`src/rtl/cse_pkg.sv`:
```
package cse_pkg;

    typedef enum logic [1:0] {
        ST_IDLE  = 2'd0,
        ST_READ  = 2'd1,
        ST_OP    = 2'd2,
        ST_WRITE = 2'd3
    } seq_st_e;

    typedef enum logic [2:0] {
        SEL_NONE,
        SEL_START,
        SEL_STATE,
        SEL_ADDR,
        SEL_LEN,
        SEL_CTR,
        SEL_KEY0,
        SEL_KEY1
    } reg_sel_e;

    // bus access kinds carried in bus_op[3:2]
    localparam logic [1:0] BUSK_READ  = 2'd1;
    localparam logic [1:0] BUSK_WRITE = 2'd2;

    // offsets inside the control slot (slot 0)
    localparam logic [3:0] OFS_START = 4'd0;
    localparam logic [3:0] OFS_STATE = 4'd1;
    localparam logic [3:0] OFS_ADDR  = 4'd2;
    localparam logic [3:0] OFS_LEN   = 4'd4;

endpackage

```
`src/rtl/cse_decode.sv`:
```
module cse_decode
    import cse_pkg::*;
#(
    parameter int                ADDR_W    = 16,
    parameter int                BLK_BYTES = 16,
    parameter logic [ADDR_W-1:0] WIN_BASE  = 16'hFF00
) (
    input  logic [1:0]                     bus_kind,
    input  logic [ADDR_W-1:0]              bus_addr,
    output logic                           hit,
    output logic                           rd,
    output logic                           wr,
    output reg_sel_e                       sel,
    output logic [$clog2(BLK_BYTES)-1:0]   lane
);
    localparam int                IDX_W    = $clog2(BLK_BYTES);
    localparam int                OFF_W    = IDX_W + 2;
    localparam logic [ADDR_W-1:0] WIN_SPAN = ADDR_W'(4 * BLK_BYTES);

    logic [ADDR_W-1:0] rel;
    logic [1:0]        slot;
    logic [IDX_W-1:0]  ofs;

    always_comb begin
        rel  = bus_addr - WIN_BASE;
        hit  = (bus_addr >= WIN_BASE) && (rel < WIN_SPAN);
        slot = rel[OFF_W-1:IDX_W];
        ofs  = rel[IDX_W-1:0];
        lane = ofs;
        rd   = hit && (bus_kind == BUSK_READ);
        wr   = hit && (bus_kind == BUSK_WRITE);
        sel  = SEL_NONE;
        if (hit) begin
            case (slot)
                2'd0: begin
                    if (ofs == IDX_W'(OFS_START))                     sel = SEL_START;
                    else if (ofs == IDX_W'(OFS_STATE))                sel = SEL_STATE;
                    else if ({ofs[IDX_W-1:1], 1'b0} == IDX_W'(OFS_ADDR)) sel = SEL_ADDR;
                    else if ({ofs[IDX_W-1:1], 1'b0} == IDX_W'(OFS_LEN))  sel = SEL_LEN;
                    else                                              sel = SEL_NONE;
                end
                2'd1:    sel = SEL_CTR;
                2'd2:    sel = SEL_KEY0;
                default: sel = SEL_KEY1;
            endcase
        end
    end

endmodule

```
`src/rtl/cse_regfile.sv`:
```
module cse_regfile
    import cse_pkg::*;
#(
    parameter int ADDR_W    = 16,
    parameter int BLK_BYTES = 16
) (
    input  logic                          clk,
    input  logic                          rst_n,
    input  logic                          wr_en,
    input  logic                          rd_en,
    input  reg_sel_e                      sel,
    input  logic [$clog2(BLK_BYTES)-1:0]  lane,
    input  logic [7:0]                    wdata,
    input  seq_st_e                       state,
    output logic [7:0]                    rdata,
    output logic [ADDR_W-1:0]             buf_addr,
    output logic [ADDR_W-1:0]             buf_len,
    output logic [BLK_BYTES*8-1:0]        ctr,
    output logic [BLK_BYTES*8-1:0]        key0,
    output logic [BLK_BYTES*8-1:0]        key1
);
    localparam int BLK_W = BLK_BYTES * 8;

    typedef struct packed {
        logic [ADDR_W-1:0] addr;
        logic [ADDR_W-1:0] len;
        logic [BLK_W-1:0]  ctr;
        logic [BLK_W-1:0]  key0;
        logic [BLK_W-1:0]  key1;
    } regs_t;

    regs_t r_d, r_q;

    always_comb begin
        r_d = r_q;
        if (wr_en) begin
            case (sel)
                SEL_ADDR: r_d.addr[{lane[0], 3'b000} +: 8] = wdata;
                SEL_LEN:  r_d.len[{lane[0], 3'b000} +: 8]  = wdata;
                SEL_CTR:  r_d.ctr[{lane, 3'b000} +: 8]     = wdata;
                SEL_KEY0: r_d.key0[{lane, 3'b000} +: 8]    = wdata;
                SEL_KEY1: r_d.key1[{lane, 3'b000} +: 8]    = wdata;
                default:  ;
            endcase
        end
    end

    always_comb begin
        rdata = '0;
        if (rd_en) begin
            case (sel)
                SEL_STATE: rdata = {6'b000000, state};
                SEL_ADDR:  rdata = r_q.addr[{lane[0], 3'b000} +: 8];
                SEL_LEN:   rdata = r_q.len[{lane[0], 3'b000} +: 8];
                SEL_CTR:   rdata = r_q.ctr[{lane, 3'b000} +: 8];
                SEL_KEY0:  rdata = r_q.key0[{lane, 3'b000} +: 8];
                SEL_KEY1:  rdata = r_q.key1[{lane, 3'b000} +: 8];
                default:   rdata = '0;
            endcase
        end
    end

    always_ff @(posedge clk or negedge rst_n) begin
        if (!rst_n) r_q <= '0;
        else        r_q <= r_d;
    end

    assign buf_addr = r_q.addr;
    assign buf_len  = r_q.len;
    assign ctr      = r_q.ctr;
    assign key0     = r_q.key0;
    assign key1     = r_q.key1;

endmodule

```
`src/rtl/cse_sequencer.sv`:
```
module cse_sequencer
    import cse_pkg::*;
#(
    parameter int ADDR_W    = 16,
    parameter int BLK_BYTES = 16
) (
    input  logic                    clk,
    input  logic                    rst_n,
    input  logic                    start,
    input  logic                    step,
    input  logic [ADDR_W-1:0]       buf_addr,
    input  logic [ADDR_W-1:0]       buf_len,
    output logic                    mem_req,
    output logic                    mem_we,
    output logic [ADDR_W-1:0]       mem_addr,
    output logic [7:0]              mem_wdata,
    input  logic [7:0]              mem_rdata,
    output logic                    cph_valid,
    output logic [BLK_BYTES*8-1:0]  cph_blk,
    input  logic                    cph_ready,
    input  logic [BLK_BYTES*8-1:0]  cph_result,
    output seq_st_e                 state
);
    localparam int BLK_W = BLK_BYTES * 8;
    localparam int IDX_W = $clog2(BLK_BYTES);

    typedef struct packed {
        seq_st_e           st;
        logic [IDX_W-1:0]  idx;
        logic [ADDR_W-1:0] done;
        logic [ADDR_W-1:0] base;
        logic [BLK_W-1:0]  blk;
        logic [BLK_W-1:0]  res;
    } seq_t;

    seq_t s_d, s_q;
    logic last;

    always_comb begin
        s_d  = s_q;
        last = (s_q.idx == IDX_W'(BLK_BYTES - 1));
        case (s_q.st)
            ST_IDLE: begin
                if (start) begin
                    s_d.st   = ST_READ;
                    s_d.done = '0;
                    s_d.base = buf_addr;
                    s_d.idx  = '0;
                end
            end
            ST_READ: begin
                if (step) begin
                    s_d.blk[{s_q.idx, 3'b000} +: 8] = mem_rdata;
                    s_d.idx = s_q.idx + 1'b1;
                    if (last) s_d.st = ST_OP;
                end
            end
            ST_OP: begin
                if (step && cph_ready) begin
                    s_d.res  = cph_result;
                    s_d.done = s_q.done + ADDR_W'(BLK_BYTES);
                    s_d.st   = ST_WRITE;
                end
            end
            default: begin
                if (step) begin
                    s_d.idx = s_q.idx + 1'b1;
                    if (last) begin
                        if (s_q.done < buf_len) begin
                            s_d.st   = ST_READ;
                            s_d.base = s_q.base + ADDR_W'(BLK_BYTES);
                        end else begin
                            s_d.st = ST_IDLE;
                        end
                    end
                end
            end
        endcase
    end

    always_ff @(posedge clk or negedge rst_n) begin
        if (!rst_n) begin
            s_q    <= '0;
            s_q.st <= ST_IDLE;
        end else begin
            s_q <= s_d;
        end
    end

    assign mem_req   = step && ((s_q.st == ST_READ) || (s_q.st == ST_WRITE));
    assign mem_we    = step && (s_q.st == ST_WRITE);
    assign mem_addr  = s_q.base + ADDR_W'(s_q.idx);
    assign mem_wdata = s_q.res[{s_q.idx, 3'b000} +: 8];
    assign cph_valid = (s_q.st == ST_OP);
    assign cph_blk   = s_q.blk;
    assign state     = s_q.st;

endmodule

```
`src/rtl/ctr_stream_engine.sv`:
```
module ctr_stream_engine
    import cse_pkg::*;
#(
    parameter int                ADDR_W    = 16,
    parameter int                BLK_BYTES = 16,
    parameter logic [ADDR_W-1:0] WIN_BASE  = 16'hFF00
) (
    input  logic                    clk,
    input  logic                    rst_n,
    input  logic [3:0]              bus_op,
    input  logic [ADDR_W-1:0]       bus_addr,
    input  logic [7:0]              bus_wdata,
    output logic [7:0]              bus_rdata,
    output logic                    bus_claim,
    output logic                    mem_req,
    output logic                    mem_we,
    output logic [ADDR_W-1:0]       mem_addr,
    output logic [7:0]              mem_wdata,
    input  logic [7:0]              mem_rdata,
    output logic                    cph_valid,
    output logic [BLK_BYTES*8-1:0]  cph_blk,
    output logic [BLK_BYTES*8-1:0]  cph_ctr,
    output logic [BLK_BYTES*8-1:0]  cph_key0,
    output logic [BLK_BYTES*8-1:0]  cph_key1,
    input  logic                    cph_ready,
    input  logic [BLK_BYTES*8-1:0]  cph_result
);
    localparam int IDX_W = $clog2(BLK_BYTES);

    logic              dec_rd;
    logic              dec_wr;
    reg_sel_e          dec_sel;
    logic [IDX_W-1:0]  dec_lane;
    logic              wr_ok;
    logic              start;
    logic [ADDR_W-1:0] buf_addr;
    logic [ADDR_W-1:0] buf_len;
    seq_st_e           seq_state;
    logic              op_unused;

    assign op_unused = bus_op[1];

    cse_decode #(
        .ADDR_W    (ADDR_W),
        .BLK_BYTES (BLK_BYTES),
        .WIN_BASE  (WIN_BASE)
    ) u_decode (
        .bus_kind (bus_op[3:2]),
        .bus_addr (bus_addr),
        .hit      (bus_claim),
        .rd       (dec_rd),
        .wr       (dec_wr),
        .sel      (dec_sel),
        .lane     (dec_lane)
    );

    // writes land only while the sequencer rests
    assign wr_ok = dec_wr && (seq_state == ST_IDLE);
    assign start = wr_ok && (dec_sel == SEL_START) && bus_wdata[0];

    cse_regfile #(
        .ADDR_W    (ADDR_W),
        .BLK_BYTES (BLK_BYTES)
    ) u_regfile (
        .clk      (clk),
        .rst_n    (rst_n),
        .wr_en    (wr_ok),
        .rd_en    (dec_rd),
        .sel      (dec_sel),
        .lane     (dec_lane),
        .wdata    (bus_wdata),
        .state    (seq_state),
        .rdata    (bus_rdata),
        .buf_addr (buf_addr),
        .buf_len  (buf_len),
        .ctr      (cph_ctr),
        .key0     (cph_key0),
        .key1     (cph_key1)
    );

    cse_sequencer #(
        .ADDR_W    (ADDR_W),
        .BLK_BYTES (BLK_BYTES)
    ) u_seq (
        .clk        (clk),
        .rst_n      (rst_n),
        .start      (start),
        .step       (bus_op[0]),
        .buf_addr   (buf_addr),
        .buf_len    (buf_len),
        .mem_req    (mem_req),
        .mem_we     (mem_we),
        .mem_addr   (mem_addr),
        .mem_wdata  (mem_wdata),
        .mem_rdata  (mem_rdata),
        .cph_valid  (cph_valid),
        .cph_blk    (cph_blk),
        .cph_ready  (cph_ready),
        .cph_result (cph_result),
        .state      (seq_state)
    );

endmodule

```
`config.mk`:
```
export PLATFORM = sky130hd
export DESIGN_NAME = ctr_stream_engine
export DESIGN_NICKNAME = d
export VERILOG_FILES = /design/src/rtl/cse_pkg.sv /design/src/rtl/cse_decode.sv /design/src/rtl/cse_regfile.sv /design/src/rtl/cse_sequencer.sv /design/src/rtl/ctr_stream_engine.sv
export SDC_FILE = /design/constraint.sdc
export NUM_CORES = 2
export LEC_CHECK = 0
export BUFFER_PORTS_ARGS = -buffer_cell sky130_fd_sc_hd__buf_2
export CORE_ASPECT_RATIO = 0.5
export CORE_MARGIN = 2
export CORE_UTILIZATION = 41
export CTS_BUF_LIST = sky130_fd_sc_hd__clkbuf_8
export CTS_CLUSTER_SIZE = 30
export DETAILED_ROUTE_END_ITERATION = 6
export PLACE_DENSITY_LB_ADDON = 0.15
export SYNTH_ARGS = -nofsm -noshare
export SYNTH_HDL_FRONTEND = slang
export SYNTH_SLANG_ARGS = --single-unit
```
`constraint.sdc`:
```
create_clock -name clk -period 4.7 [get_ports clk]
set_input_delay 0.47 -clock clk [delete_from_list [all_inputs] [get_ports clk]]
set_output_delay 0.47 -clock clk [all_outputs]
set_load 0.01 [all_outputs]
```
After elaboration in Yosys (flattened, before gate mapping)
Index checks and enable logic that the tools add are counted.
{"block": "totals", "reg_bits": 710, "latch_bits": 0, "ramBits": 0, "romBits": 0, "mem_count": 0, "out_inout_bits": 548, "in_bits": 167}
{"block": "classes", "shifts": 12, "n_lt_le_gt_ge": 3, "bitwise_logic": 2, "addsub": 8, "n_mux": 29, "eq_ne": 22, "reduce_logical": 31, "mul": 0, "n_div": 0}
{"op": "128-bit bitwise mux", "count": 4}
{"op": "128-bit by 8-bit indexed part select with 8-bit output", "count": 4}
{"op": "8-bit by 9-bit variable shift with 128-bit output (first input constant)", "count": 2}
{"op": "8-bit by 9-bit indexed part select with 128-bit output", "count": 2}
{"op": "16-bit two-way mux", "count": 4}
{"op": "16-bit case mux with 2 select lines", "count": 2}
{"op": "8-bit case mux with 6 select lines", "count": 1}
{"op": "38-bit two-way mux", "count": 1}
{"op": "16-bit by 5-bit adder with 16-bit output (second input constant)", "count": 2}
{"op": "16-bit bitwise mux", "count": 2}
{"op": "16-bit by 5-bit indexed part select with 8-bit output", "count": 2}
{"op": "7-bit negator with 9-bit output", "count": 2}
{"op": "16-bit by 4-bit adder with 16-bit output", "count": 1}
{"op": "16-bit greater-or-equal comparator (second input constant)", "count": 1}
{"op": "16-bit less-than comparator", "count": 1}
{"op": "16-bit by 7-bit less-than comparator with 1-bit output (second input constant)", "count": 1}
{"op": "8-bit by 6-bit variable shift with 16-bit output (first input constant)", "count": 1}
{"op": "8-bit by 6-bit indexed part select with 16-bit output", "count": 1}
{"op": "16-bit subtractor (second input constant)", "count": 1}
{"op": "3-bit two-way mux", "count": 5}
{"op": "2-bit AND reduction", "count": 7}
{"op": "3-bit equality test (second input constant)", "count": 4}
{"op": "6-bit two-way mux", "count": 2}
{"op": "4-bit case mux with 3 select lines", "count": 1}
{"op": "27 further kinds", "count": 53}

Longest topological paths before layout
{"block": "logic_depth", "depth_word": 13, "depth_mapped": 18}

Cells and area by module
Synthesis repeated with hierarchy kept, for this count alone.
{"block": "unflattened", "hier_cells": 2764, "area_unflattened_um2": 34326.7}
{"mod": "cse_regfile", "area_per_inst_um2": 19693.9, "cells_per_inst": 1604, "instances": 1}
{"mod": "cse_sequencer", "area_per_inst_um2": 14417.6, "cells_per_inst": 1132, "instances": 1}
{"mod": "cse_decode", "area_per_inst_um2": 186.4, "cells_per_inst": 25, "instances": 1}
{"mod": "ctr_stream_engine", "area_per_inst_um2": 28.8, "cells_per_inst": 3, "instances": 1}

Worst setup path before layout
No wires, ideal clock.
{"block": "synth_timing", "kind": "input -> output", "from": "in bus_addr[0]", "to": "out bus_rdata[3]", "path_buffers": 6, "path_stages": 15, "arrival_ns": 3.705, "setup_slack_ns": 0.525, "cell_sequence": "buf_2 -> inv_1 -> clkbuf_1 -> clkbuf_1 -> ha_1 -> buf_4 -> o21ba_2 -> a211o_4 -> nand3_1 -> buf_2 -> clkbuf_1 -> nand2_1 -> o211ai_1 -> o31ai_1 -> o41ai_1"}
{"block": "synth_via", "elab_chain_len": 11, "elab_cells_between_ends": 31, "classes_between": "add/sub (1); order compare (2); eq/ne (11); shift (5); mux (8); reduce/logical (4)"}
{"element": "start, declared", "line": "ctr_stream_engine.sv:11", "text": "input logic [ADDR_W-1:0] bus_addr,"}
{"element": "16-bit subtractor", "line": "cse_decode.sv:25", "text": "rel = bus_addr - WIN_BASE;"}
{"element": "3-bit by 2-bit equality test with 1-bit output", "line": "cse_decode.sv:39", "text": "else if ({ofs[IDX_W-1:1], 1'b0} == IDX_W'(OFS_LEN)) sel = SEL_LEN;"}
{"element": "3-bit two-way mux", "line": "cse_decode.sv:39"}
{"element": "3-bit two-way mux", "line": "cse_decode.sv:38", "text": "else if ({ofs[IDX_W-1:1], 1'b0} == IDX_W'(OFS_ADDR)) sel = SEL_ADDR;"}
{"element": "3-bit two-way mux", "line": "cse_decode.sv:37", "text": "else if (ofs == IDX_W'(OFS_STATE)) sel = SEL_STATE;"}
{"element": "3-bit two-way mux", "line": "cse_decode.sv:36", "text": "if (ofs == IDX_W'(OFS_START)) sel = SEL_START;"}
{"element": "3-bit case mux with 3 select lines", "line": "cse_decode.sv:34", "text": "case (slot)"}
{"element": "3-bit two-way mux", "line": "cse_decode.sv:33", "text": "if (hit) begin"}
{"element": "3-bit equality test / 3-bit by 2-bit equality test with 1-bit output (equally long branches)", "line": "cse_regfile.sv:51", "text": "case (sel)"}
{"element": "8-bit case mux with 6 select lines", "line": "cse_regfile.sv:51"}
{"element": "8-bit two-way mux *", "line": "cse_regfile.sv:50", "text": "if (rd_en) begin"}
{"element": "end, declared", "line": "ctr_stream_engine.sv:13", "text": "output logic [7:0] bus_rdata,"}
Every way passes the cells marked *; elsewhere a longest branch is shown, timed or not.

Final worst setup path
{"block": "layout_timing", "from": "in bus_addr[5]", "to": "out bus_rdata[6]"}
{"block": "layout_via", "elab_chain_len": 7, "elab_cells_between_ends": 18, "classes_between": "add/sub (1); order compare (2); eq/ne (8); mux (4); reduce/logical (3)"}
{"element": "16-bit subtractor", "line": "cse_decode.sv:25"}
{"element": "16-bit by 7-bit less-than comparator with 1-bit output, or another cell as far along", "line": "cse_decode.sv:26", "text": "hit = (bus_addr >= WIN_BASE) && (rel < WIN_SPAN);"}
{"element": "1-bit logical AND / 3-bit case mux with 3 select lines (equally long branches)", "line": "cse_decode.sv:26, cse_decode.sv:34"}
{"element": "3-bit two-way mux", "line": "cse_decode.sv:33"}
{"element": "3-bit equality test / 3-bit by 2-bit equality test with 1-bit output (equally long branches)", "line": "cse_regfile.sv:51"}
{"element": "8-bit case mux with 6 select lines", "line": "cse_regfile.sv:51"}
{"element": "8-bit two-way mux *", "line": "cse_regfile.sv:50"}
Marks and branches as above.

==> qor.yml <==
timing:
  slew_headroom: 0.257
  hold_viol: 0
  period_share: 0.983
  tightest_slew_ns: 1.11
  fin_tns_setup_ns: 0
  grt_setup_unrepaired: "false"
  finalMaxSlewViolations: 0
  setup_viol: 0
  fmax_ghz: 0.216
  clock_skew_ns: 0.0499
  setup_slack_ns: 0.0792
  hold_ws_ns: 0.0818
  min_period_ns: 4.62
synth:
  synth_nets: 3158
  ys_seq_area_frac: 0.512
  ys_types: 72
  synth_seq_cells: 706
  synth-async-reset-ratio: 1.00
  netlist_area_um2: 34500
  synth-xor-area-share: 0.00711
  synth_compound_area_frac: 0.0785
  synth_warnings: 0
  synth_fa_ha_area_frac: 0.0125
  syn-mean-instance-area_um2: 11.7
  synthCells: 2957
  synthSimpleGateAreaFrac: 0.101
  synthMuxAreaShare: 0.236
  synth_top_family_by_area: "multiplexers"
  synth_edf_count: 0
  synthFlopType: "dfrtp_1"
outcome:
  status: "finished, violations left"
  violations: "design-rule violations"
cts:
  path_clk_slew_ns: 0.07
  insertion_delay_ns: 0.82
  cts_tree: "yes"
  cts_max_path_buffers: 3
  htreeDepth: 3
  cts.sinks: 706
  cts_root_buffer: "clkbuf_8"
  numCtsBuffers: 105
detailed_routing:
  vias: 27400
  viasPerCell: 5.57
  totalWireLength_um: 131000
  drtPass1Iterations: 7
  postRouteAntennaNets: 0
  wire_per_inst_um: 26.6
  first_iter_violations: 2395
  post-route-drc-count: 4
floorplanning:
  io_pins: 715
  fp.dieW_um: 414
  die-area_um2: 86600
  core_area_um2: 83600
  row_count: 75
  initial_core_util: 0.413
  fp.dieH_um: 209
global_routing:
  grt_pass1_vias: 27700
  antenna_found_initial: 11
  globalRouteOverflowTotal: 0
  grt_usage: 0.296
  grt_max_degree: 124
  grt_first_pass_wirelength_um: 189000
critical_path:
  r2r_end: "u_regfile.key0[57]$_DFFE_PN0P_"
  path_buf_inv: 4
  arrival_ns: 4.15
  r2r_start: "u_seq.state[1]$_DFFE_PN0P_"
  max_stage_delay_ns: 0.56
  cp.required_ns: 4.23
  worst_path_dominant_cell_family: "compound AO/OA/AOI/OAI gates"
  cp_slowest_cell: "a21oi_1"
  r2r_cells: 7
  crit_path_start: "bus_addr[5]"
  path_cells: "buf_2, ha_1, a21oi_1, and2_4, buf_12, nand2_1, a31oi_1, mux4_2, a32o_1, o31ai_1, buf_4, a21oi_1, buf_2"
  reg2reg_slack_ns: 1.01
  worstSetupPathType: "input pin to primary output"
  critPathMaxFanout: 24
  critPathCapture: "bus_rdata[6]"
  end_kind: "primary output"
  critPathLaunchType: "input pin"
  crit_cells: 13
placed_design:
  port_buffers: 713
  place_hpwl_um: 96500
  place_congestion: 0.957
  post_dp_cell_area_um2: 38700
  dpl_worst_slack_ns: 0.231
final_layout:
  syn_to_final_growth_pct: 22.2
  post-route-util: 0.504
  fillers: 7605
  fin_area_um2: 42200
  nets: 3915
  drive_gt1_frac: 0.436
pwr:
  p_leak_nw: 21.2
  vdd.ir_drop.worst_mv: 0.345
  power_density_nw_per_um2: 403
worst_hold_path:
  hp-start: "mem_rdata[5]"
  holdCritPathClass: "input pin to flip-flop"
job:
  maxCapViolCount: 0
-- worst reg2reg max path, cell delays in order, from the launching register on --
cell	delay [ns]
dfrtp_1	0.41
inv_1	0.20
ha_1	0.27
and3b_1	0.33
nand4_1	0.19
nor3_1	0.84
nand4_1	0.87
o21ai_0	0.44
-- cell usage in the layout, fill, tap and decap left out, types with 17 or more instances in the layout --
cell           count
dlygate4sd3_1    129
and3_1            35
mux2_2           573
o22ai_1           18
ha_1              33
nand4_1           17
o21ai_0          156
nor2_4            17
xnor2_1           20
nor3_1            26
nor2_1           130
a21oi_1           83
mux2i_1           35
nand3_1           40
a31oi_1           31
buf_2            711
buf_4             90
clkbuf_8         134
a311oi_1          35
nand2_1          415
dfrtp_1          704
mux4_2            59
inv_1             69
and2_1            27
-- report_power, final --
part           switching [W]  internal, W  leakage [nW]
registers           0.000557      0.00699          9.57
logic                0.00223      0.00203          10.4
clock network        0.00261      0.00256          1.22
-- synthesized netlist by cell type (26+ instances only) --
library cell / number / area share
nand3_1: 41 / 0.0059
nor3_1: 26 / 0.0038
nand2_1: 417 / 0.045
a31oi_1: 31 / 0.0056
clkbuf_1: 91 / 0.0099
mux2_2: 573 / 0.19
a311oi_1: 35 / 0.0089
ha_1: 33 / 0.012
a21oi_1: 83 / 0.012
buf_4: 137 / 0.030
mux2i_1: 35 / 0.010
nor2_1: 130 / 0.014
mux4_2: 59 / 0.039
dfrtp_1: 706 / 0.51
o21ai_0: 156 / 0.023
buf_2: 41 / 0.0059
and2_1: 28 / 0.0051
inv_1: 34 / 0.0037
and3_1: 35 / 0.0063
-- cell families after synthesis --
logic type               after synthesis
AND/OR/NAND/NOR                      764
flip-flops                           706
multiplexers                         667
AO/OA/AOI/OAI                        429
buffers and inverters                329
adder cells (fa/ha/maj)               34
XOR/XNOR                              28
-- registers in the layout (all words and copies together), names as in the netlist --
name / count
u_seq.s_q: 160
u_regfile.buf_addr: 16
u_regfile.ctr: 128
u_regfile.key1: 128
u_seq.state: 2
u_regfile.key0: 128
u_seq.cph_blk: 128
u_regfile.buf_len: 16
-- timing repair --
| item | 4_1_cts | 5_1_grt |
|---|---|---|
| setup buffers | 0 | 3 |
| gates resized for setup | 0 | 1 |
| hold buffers | 129 | 0 |
| endpoints found under the setup margin | 0 | 2 |
| endpoints found under the hold margin | 195 | 0 |
-- cell type report --
class                   count  area (um2)  share of cell area
clock inverters            51         250             0.00594
multi-input cells        1923       15100               0.357
repair buffers            942        5760               0.137
diodes                     14        35.0            0.000831
inverters                  36         135             0.00321
well taps                1116        1400              0.0331
clock buffers             134        1840              0.0437
flip-flops and latches    706       17700               0.419
-- worst min-delay path by stage --
stage                                        end  slack (ns)  depth (start not counted)
2_1_floorplan  u_regfile.buf_addr[0]$_DFFE_PN0P_        0.17                          0
3_3_place_gp       u_seq.cph_blk[99]$_DFFE_PN0P_        0.48                          1
3_5_place_dp           u_seq.s_q[23]$_DFFE_PN0P_        0.49                          1
4_1_cts            u_seq.cph_blk[69]$_DFFE_PN0P_        0.04                          2
5_1_grt             u_seq.cph_blk[7]$_DFFE_PN0P_        0.05                          2
6_report           u_seq.cph_blk[21]$_DFFE_PN0P_        0.08                          2
-- per-stage QoR --
| stage | instances | total power [W] |
|---|---|---|
| after floorplan | 2957 | 0.0106 |
| after global placement | 4590 | 0.0117 |
| after detailed placement | 4590 | 0.0118 |
| after CTS | 4904 | 0.0170 |
| after global routing | 4920 | 0.0178 |
| final | 4922 | 0.0170 |
-- metal layers --
metal	wire, um	track usage	up-vias
met5	11	0	-
met4	6650	0.145	2
met3	9530	0.0671	299
met2	64100	0.499	1151
met1	50500	0.360	14000
li1	-	-	12000
No activity file was read; power rests on OpenSTA's default activity.
